## config.mk

```make
export PLATFORM = sky130hd
export DESIGN_NAME = host_drq_xfer
export DESIGN_NICKNAME = d
export VERILOG_FILES = /design/src/rtl/host_drq_pkg.sv /design/src/rtl/host_drq_regs.sv /design/src/rtl/host_drq_fsm.sv /design/src/rtl/host_drq_xfer.sv
export SDC_FILE = /design/constraint.sdc
export NUM_CORES = 1
export LEC_CHECK = 0
export ABC_AREA = 1
export BUFFER_PORTS_ARGS = -buffer_cell sky130_fd_sc_hd__clkbuf_2
export CAP_MARGIN = 10
export CORE_MARGIN = 2
export CORE_UTILIZATION = 55
export CTS_CLUSTER_DIAMETER = 50
export DETAILED_ROUTE_END_ITERATION = 16
export MAX_ROUTING_LAYER = met4
export PLACE_DENSITY = 0.85
export SETUP_SLACK_MARGIN = 0.02
export SYNTH_ARGS = -nofsm -noshare
export SYNTH_HDL_FRONTEND = slang
export SYNTH_SLANG_ARGS = --single-unit
```

## constraint.sdc

```tcl
create_clock -name clk -period 2.7 [get_ports clk]
set_clock_uncertainty 0.1 [all_clocks]
set_input_delay 0.405 -clock clk [delete_from_list [all_inputs] [get_ports clk]]
set_output_delay 0.405 -clock clk [all_outputs]
set_load 0.02 [all_outputs]
```

## src/rtl/host_drq_pkg.sv

```systemverilog
package host_drq_pkg;
    localparam int DATA_W = 8;
    localparam int CNT_W  = 12;
    localparam int IDX_W  = 4;

    localparam int IDX_STAT  = 1;
    localparam int IDX_CNTL  = 2;
    localparam int IDX_CNTH  = 3;
    localparam int IDX_START = 4;
    localparam int IDX_ACK   = 5;

    typedef enum logic [1:0] {
        ST_IDLE = 2'd0,
        ST_XFER = 2'd1,
        ST_DONE = 2'd2
    } xfer_state_e;
endpackage

```

## src/rtl/host_drq_regs.sv

```systemverilog
module host_drq_regs
    import host_drq_pkg::*;
#(
    parameter int DW = DATA_W,
    parameter int CW = CNT_W,
    parameter int IW = IDX_W
) (
    input  logic          clk,
    input  logic          rst_n,
    input  logic          reg_sel,
    input  logic          reg_wr,
    input  logic [DW-1:0] reg_wdata,
    output logic [DW-1:0] reg_rdata,
    input  logic          in_idle,
    input  logic          accept,
    input  logic          dten,
    input  logic          irq,
    output logic          start_req,
    output logic          ack_req,
    output logic          cnt_zero
);
    localparam int HW = CW - DW;

    logic [IW-1:0] idx_q;
    logic [CW-1:0] cnt_q;
    logic          sel_wr;
    logic [DW-1:0] status;

    assign sel_wr    = reg_wr & reg_sel;
    assign start_req = sel_wr && (idx_q == IW'(IDX_START));
    assign ack_req   = sel_wr && (idx_q == IW'(IDX_ACK));
    assign cnt_zero  = (cnt_q == '0);

    // Active-low flag byte; unused flags read inactive.
    assign status = {1'b1, ~irq, 1'b1, 1'b1, ~dten, 1'b1, ~dten, 1'b1};

    always_ff @(posedge clk or negedge rst_n) begin
        if (!rst_n) begin
            idx_q <= '0;
            cnt_q <= '0;
        end else begin
            if (reg_wr && !reg_sel) begin
                idx_q <= reg_wdata[IW-1:0];
            end
            if (accept) begin
                cnt_q <= cnt_q - 1'b1;
            end else if (sel_wr && in_idle) begin
                if (idx_q == IW'(IDX_CNTL)) begin
                    cnt_q[DW-1:0] <= reg_wdata;
                end
                if (idx_q == IW'(IDX_CNTH)) begin
                    cnt_q[CW-1:DW] <= reg_wdata[HW-1:0];
                end
            end
        end
    end

    always_comb begin
        reg_rdata = '0;
        if (!reg_sel) begin
            reg_rdata = DW'(idx_q);
        end else begin
            case (idx_q)
                IW'(IDX_STAT): reg_rdata = status;
                IW'(IDX_CNTL): reg_rdata = cnt_q[DW-1:0];
                IW'(IDX_CNTH): reg_rdata = {{(DW-HW){~irq}}, cnt_q[CW-1:DW]};
                default:       reg_rdata = '0;
            endcase
        end
    end
endmodule

```

## src/rtl/host_drq_fsm.sv

```systemverilog
module host_drq_fsm
    import host_drq_pkg::*;
(
    input  logic clk,
    input  logic rst_n,
    input  logic start_req,
    input  logic ack_req,
    input  logic accept,
    input  logic cnt_zero,
    output logic dten,
    output logic irq,
    output logic in_idle
);
    xfer_state_e state_q, state_d;

    always_ff @(posedge clk or negedge rst_n) begin
        if (!rst_n) begin
            state_q <= ST_IDLE;
        end else begin
            state_q <= state_d;
        end
    end

    always_comb begin
        state_d = state_q;
        unique case (state_q)
            ST_IDLE: if (start_req)           state_d = ST_XFER;
            ST_XFER: if (accept && cnt_zero)  state_d = ST_DONE;
            ST_DONE: if (ack_req)             state_d = ST_IDLE;
            default:                          state_d = ST_IDLE;
        endcase
    end

    always_comb begin
        dten    = 1'b0;
        irq     = 1'b0;
        in_idle = 1'b0;
        unique case (state_q)
            ST_IDLE: in_idle = 1'b1;
            ST_XFER: dten    = 1'b1;
            ST_DONE: irq     = 1'b1;
            default: in_idle = 1'b0;
        endcase
    end
endmodule

```

## src/rtl/host_drq_xfer.sv

```systemverilog
module host_drq_xfer
    import host_drq_pkg::*;
(
    input  logic        clk,
    input  logic        rst_n,
    input  logic        reg_sel,
    input  logic        reg_wr,
    input  logic [7:0]  reg_wdata,
    output logic [7:0]  reg_rdata,
    input  logic [7:0]  buf_data,
    input  logic        buf_valid,
    output logic        buf_take,
    input  logic        host_rd,
    output logic [7:0]  host_data,
    output logic        drq,
    output logic        eop,
    output logic        dten,
    output logic        irq
);
    logic start_req, ack_req, cnt_zero, in_idle, accept;

    assign drq       = dten & buf_valid;
    assign accept    = drq & host_rd;
    assign buf_take  = accept;
    assign host_data = accept ? buf_data : 8'hFF;
    assign eop       = accept & cnt_zero;

    host_drq_regs #(.DW(DATA_W), .CW(CNT_W), .IW(IDX_W)) i_regs (
        .clk       (clk),
        .rst_n     (rst_n),
        .reg_sel   (reg_sel),
        .reg_wr    (reg_wr),
        .reg_wdata (reg_wdata),
        .reg_rdata (reg_rdata),
        .in_idle   (in_idle),
        .accept    (accept),
        .dten      (dten),
        .irq       (irq),
        .start_req (start_req),
        .ack_req   (ack_req),
        .cnt_zero  (cnt_zero)
    );

    host_drq_fsm i_fsm (
        .clk       (clk),
        .rst_n     (rst_n),
        .start_req (start_req),
        .ack_req   (ack_req),
        .accept    (accept),
        .cnt_zero  (cnt_zero),
        .dten      (dten),
        .irq       (irq),
        .in_idle   (in_idle)
    );
endmodule

```

==> impl_metrics.yaml, run 1 <==
outcome:
  status: "complete, no violations"
sta:
  hold_viol: 0
  setup_tns_ps: 0
  fin_crit_sh_pct: 79.7
  rsz0062_at_grt: "false"
  slew_violations: 0
  setup_viol: 0
  fin_ws_ps: 549
  hold-worst-slack_ps: 235
  max_freq_mhz: 465
  worst_pin_slew_ps: 456
  min_period_ps: 2150
  slew-limit-headroom_pct: 69.6
clock_network:
  clock-sinks: 18
  cts_buffers: 3
  cts.root.buffer_cell: "clkbuf_4"
  cts_buffer_depth: 2
  clk_latency_ps: 290
  cts_hold_buf: 1
  cts_tree: "done"
  clkSlewWorstSetupHoldPaths_ps: 100
  htreeDepth: 1
  cts_resized: 0
  postCtsSetupRepairBufs: 0
grt:
  antenna_found_initial: 0
  grt_usage_pct: 27.1
  grt_pass1_vias: 1303
  grt_overflow_total: 0
  grt_max_degree: 19
  grt_pass1_wl_mm: 5.68
min_path:
  hold_class: "in -> reg"
  hp-start: "reg_wdata[4]"
synth:
  yosysTopAreaCell: "dfrtp_1"
  synth_ff_type: "dfrtp_1"
  yosysWarnings: 0
  synth_area_leaders: "dfrtp_1 (32%), nand2_1 (15%), inv_1 (8.2%), nor2_1 (7.2%), nand3_1 (5.7%)"
  syn_inst: 216
  yosysTopAreaCellShare_pct: 31.9
  yosys-top-cells-count: "nand2_1 (56), inv_1 (31), nor2_1 (27), dfrtp_1 (18), nand3_1 (16)"
  synth_edf_count: 0
  synth_async_sr_flop_share_pct: 100
  synth_area_um2: 1410
  synthDistinctLibCells: 27
  yosys_register_bits: 18
  syn_area_per_cell_um2: 6.55
  syn_nets: 240
  synth.most_common_cell: "nand2_1"
  ys_seq_area_share_pct: 31.9
placement:
  numPortBuffers: 42
  routabilityCongestion: 1.04
  place_hpwl_mm: 2.70
  pre_cts_slack_ps: 885
pwr:
  swShare_pct: 42.2
  ir_drop_uv: 388
  cellLeakagePower_nw: 0.933
  total_power_mw: 0.861
  powerDensity_nw_per_um2: 514
  pwr-share-clk_pct: 15.4
  switchingPower_mw: 0.364
  p_seq_share_pct: 46.7
  internal_power_mw: 0.498
  comb_power_share_pct: 37.9
die:
  die_w_um: 54.7
  rows: 18
  ios: 43
  die_area_um2: 2990
  start_util_pct: 57.6
  core-area_um2: 2450
  dieHeight_um: 54.7
setup_path:
  worstSetupPathType: "reg -> out"
  crit_start: "i_regs.cnt_q[0]$_DFFE_PN0P_"
  worst_ep_required_time_ps: 2190
  cp-end-kind: "output port"
  r2r_start: "i_fsm.state_q[1]$_DFFE_PN0P_"
  cp-start-kind: "flip-flop"
  arrival_ps: 1650
  path_max_fanout: 6
cells_and_area:
  multi_input_area_um2: 806
  fillerInstances: 252
  drive_gt1_share_pct: 25.8
  nNetsFinal: 286
  register_area_um2: 450
  n_antenna_cell: 0
  syn2layout_area_growth_pct: 18.5
  fin_util_pct: 68.2
detailed_routing:
  viasPerCell: 5.11
  ant_nets: 0
  drt_iter0_markers: 24
  vias: 1482
  drc: 0
  wl_per_cell_um: 11.7
  first_pass_iters: 4
  drt-total-wl_mm: 3.38
flow_run:
  drv_cap: 0
[per-layer routing]
metal  global-route usage (%)  share of wire [%]  vias to the layer above
li1                         -                  -                      774
met1                     36.5                 45                      648
met2                     41.7                 46                       54
met3                     4.10                6.9                        6
met4                     8.75                1.4                        0
met5                        -                  0                        -
[stage by stage]
step / instance area (um2) / std cells
5_1_grt: 1680 / 290
3_3_place_gp: 1640 / 286
2_1_floorplan: 1410 / 216
3_5_place_dp: 1640 / 286
4_1_cts: 1680 / 290
6_report: 1680 / 290
[worst max-delay path, stage by stage (launching register included)]
cell and delay [ps]:
dfrtp_1 400, inv_1 150, ha_1 170, nand2_1 50, nor3_1 130, nand3_1 140
nor2_1 130, clkbuf_2 180
[state kept, by name, indices dropped and copies added, names as in the netlist]
register	count
i_regs.cnt_q	12
i_regs.idx_q	4
i_fsm.state_q	2
[logic make-up after synthesis]
group	share of synthesized area, %
AOI/OAI and AO/OA	14.0
adders and majority gates	1.77
buffers and inverters	11.1
DFF	31.9
and+or+nand+nor	41.2
[cell type report]
cell class                      count  area share [%]
Clock buffer                        3            1.34
Timing Repair Buffer               44            13.6
Inverter                           35            7.84
Tap cell                           30            2.24
Multi-Input combinational cell    160            48.1
Sequential cell                    18            26.9
[path summary, 6_finish.rpt]
check | end | slack, ps | cells after the start
worst max-delay path | eop | 550 | 7
worst min-delay path | i_regs.cnt_q[4]$_DFFE_PN0P_ | 230 | 3
worst max register to register | i_regs.cnt_q[8]$_DFFE_PN0P_ | 1030 | 9
worst min register to register | i_regs.cnt_q[0]$_DFFE_PN0P_ | 440 | 2
max in group asynchronous | i_regs.cnt_q[2]$_DFFE_PN0P_ | 1700 | 2
min in group asynchronous | i_regs.idx_q[2]$_DFFE_PN0P_ | 480 | 2
[power groups by stage]
stage               Combinational (mW)  Sequential [mW]  Clock, mW
CTS                              0.328            0.400      0.135
global route                     0.385            0.414      0.146
global placement                 0.318            0.404          0
floorplan                        0.243            0.387          0
finish                           0.326            0.402      0.133
detailed placement               0.323            0.405          0
[cells in the final DEF, fill, tap and decap left out, types with 4 or more instances in the layout]
master / netlist / routed
nand2_1: 56 / 56
clkbuf_2: 0 / 42
inv_1: 31 / 31
nor2_1: 27 / 27
dfrtp_1: 18 / 18
nand3_1: 16 / 16
o21ai_0: 15 / 15
a21oi_1: 8 / 8
or2_2: 5 / 5
o211ai_1: 5 / 5
inv_2: 4 / 4
nand2_2: 4 / 4
nor3_1: 4 / 4
o21ai_1: 4 / 4
Power figures use the tool's default switching activity.
==> run 2, diff against run 1 <==
--- a/config.mk
+++ b/config.mk
@@ -9,11 +9,11 @@
 export BUFFER_PORTS_ARGS = -buffer_cell sky130_fd_sc_hd__clkbuf_2
 export CAP_MARGIN = 10
 export CORE_MARGIN = 2
-export CORE_UTILIZATION = 55
+export CORE_UTILIZATION = 51
 export CTS_CLUSTER_DIAMETER = 50
 export DETAILED_ROUTE_END_ITERATION = 16
 export MAX_ROUTING_LAYER = met4
-export PLACE_DENSITY = 0.85
+export PLACE_DENSITY = 0.79
 export SETUP_SLACK_MARGIN = 0.02
 export SYNTH_ARGS = -nofsm -noshare
 export SYNTH_HDL_FRONTEND = slang
==> constraint.sdc (replaced) <==
create_clock -name clk -period 2.1 [get_ports clk]
set_clock_uncertainty 0.1 [all_clocks]
set_input_delay 0.315 -clock clk [delete_from_list [all_inputs] [get_ports clk]]
set_output_delay 0.315 -clock clk [all_outputs]
set_load 0.02 [all_outputs]
==> run 2 against run 1 <==
Effect of this change: worst hold slack worse by 89 ps; sequential cell count stayed put; combinational power is 39% higher; utilization fell by 2.6 points; worst setup slack worse by 460 ps; power up 34%; die area up 7.3%; clock-buffer cell count unchanged; global-route usage down 3.4 points; via count grew 2.8%; critical endpoint is now reg_rdata[7]; largest cell class unchanged.
==> impl_metrics.yaml, run 2 (synthesis results as in run 1) <==
outcome:
  status: "complete, no violations"
clock_network:
  cts_tree: "done"
  cts_buffer_depth: 2
  htreeDepth: 1
  clk_latency_ps: 290
  cts.root.buffer_cell: "clkbuf_4"
  clock-sinks: 18
  clkSlewWorstSetupHoldPaths_ps: 100
  cts_buffers: 3
setup_path:
  critPathBufInv: 3
  cp_top_family: "flip-flops"
  cp_slowest_stage_delay_ps: 430
  worstSetupPathType: "reg -> out"
  path_max_fanout: 7
  cp_common_cell: "buf_4"
  cp-start-kind: "flip-flop"
  crit_slowest_cell: "dfrtp_1"
  arrival_ps: 1600
  path_cells: "nor2_4 -> nand3_4 -> buf_4 -> o21ai_0 -> nand2_1 -> inv_1 -> buf_4"
  cp-end-kind: "output port"
  worst_ep_required_time_ps: 1680
sta:
  slew_violations: 0
  min_period_ps: 2010
  hold_viol: 0
  worst_pin_slew_ps: 454
  rsz0062_at_grt: "true"
  slew-limit-headroom_pct: 69.7
  setup_viol: 0
  max_freq_mhz: 497
  fin_crit_sh_pct: 95.9
cells_and_area:
  final_common_cell: "nand2_1"
  multi_input_area_um2: 831
  fillerInstances: 263
  syn2layout_area_growth_pct: 24.8
  largest_registers: "i_regs.cnt_q x12, i_regs.idx_q x4, i_fsm.state_q x2"
  nNetsFinal: 293
  n_antenna_cell: 0
  max_flop_register: "i_regs.cnt_q"
  drive_gt1_share_pct: 30.7
  register_area_um2: 450
  largest_reg_flops: 12
  final_cell_mix: "nand2_1 (56), clkbuf_2 (37), inv_1 (27)"
  instances_no_fill: 298
die:
  core-area_um2: 2690
  die_w_um: 56.7
  die_area_um2: 3210
  start_util_pct: 52.6
  dieHeight_um: 56.7
  ios: 43
  rows: 19
grt:
  grt_max_degree: 19
  grt_pass1_vias: 1353
  grt_pass1_wl_mm: 5.88
  antenna_found_initial: 0
  busiest_layer: "met2"
  grt_use_met1_pct: 31.9
  grt_usage_pct: 23.7
  use_met2_pct: 36.9
  grt_overflow_total: 0
  grtUsageMet3_pct: 3.23
detailed_routing:
  vias: 1523
  viasPerCell: 5.11
  ant_nets: 0
  drt_iter0_markers: 56
  drt-total-wl_mm: 3.48
  wl_per_cell_um: 11.7
  first_pass_iters: 4
  drc: 0
min_path:
  hold_class: "in -> reg"
placement:
  routabilityCongestion: 0.976
  place_hpwl_mm: 2.69
  placedCellCount: 287
  numPortBuffers: 42
pwr:
  ir_drop_uv: 530
  powerDensity_nw_per_um2: 652
  total_power_mw: 1.15
  cellLeakagePower_nw: 0.968
flow_run:
  drv_cap: 0
run 2: cell count changes in the layout (fill, tap and decap cells not counted), sizes merged:
cell    before  now
clkbuf      45   40
buf          1   13
run 2: metal layers:
| metal | up-vias | routed length (um) |
|---|---|---|
| met3 | 7 | 229 |
| li1 | 790 | - |
| met5 | - | 0 |
| met4 | 0 | 49 |
| met1 | 671 | 1570 |
| met2 | 55 | 1630 |
run 2: power by group:
part	total [mW]	internal (mW)	switching, mW
registers	0.523	0.423	0.0998
clock network	0.175	0.0667	0.108
logic	0.453	0.173	0.280
run 2: repair_timing:
item,in CTS,in global routing
hold endpoints to repair,18,0
resized for setup,0,22
endpoints found under the setup margin,0,7
setup buffers,0,7
hold buffers,1,0
run 2: worst paths after layout:
kind                                        startpoint                          end  slack, ps  cells after the start
max in group asynchronous                        rst_n  i_regs.cnt_q[4]$_DFFE_PN0P_       1200                      2
hold reg to reg            i_regs.cnt_q[0]$_DFFE_PN0P_  i_regs.cnt_q[0]$_DFFE_PN0P_        450                      2
setup / recovery           i_regs.idx_q[3]$_DFFE_PN0P_                 reg_rdata[7]         90                      7
setup reg to reg           i_regs.cnt_q[1]$_DFFE_PN0P_  i_regs.cnt_q[9]$_DFFE_PN0P_        500                      8
hold / removal                            reg_wdata[4]  i_regs.cnt_q[4]$_DFFE_PN0P_        150                      3
min in group asynchronous                        rst_n  i_regs.idx_q[3]$_DFFE_PN0P_        390                      2
run 2: final cells by class:
class,count,area share [%]
well taps,31,2.20
multi-input cells,160,47.1
flip-flops and latches,18,25.5
repair buffers,51,16.5
clock buffers,3,1.28
inverters,35,7.45
run 2: per-stage QoR:
step                setup TNS, ps  hold WS, ps  area (um2)  setup slack (ps)  utilization (%)
floorplan                       0        -80.6        1410               415                -
global placement                0          189        1640               332             61.2
detailed placement              0          183        1640               397             61.2
CTS                             0          153        1680              55.8             62.4
global route                -25.5          162        1760             -25.5             65.7
finish                          0          146        1760              86.6             65.7
run 2: worst register-to-register path: cells and delay by family (launching register included):
family | cells | cell delay, ps
buf+inv | 1 | 150
flops | 1 | 430
simple gates | 7 | 860
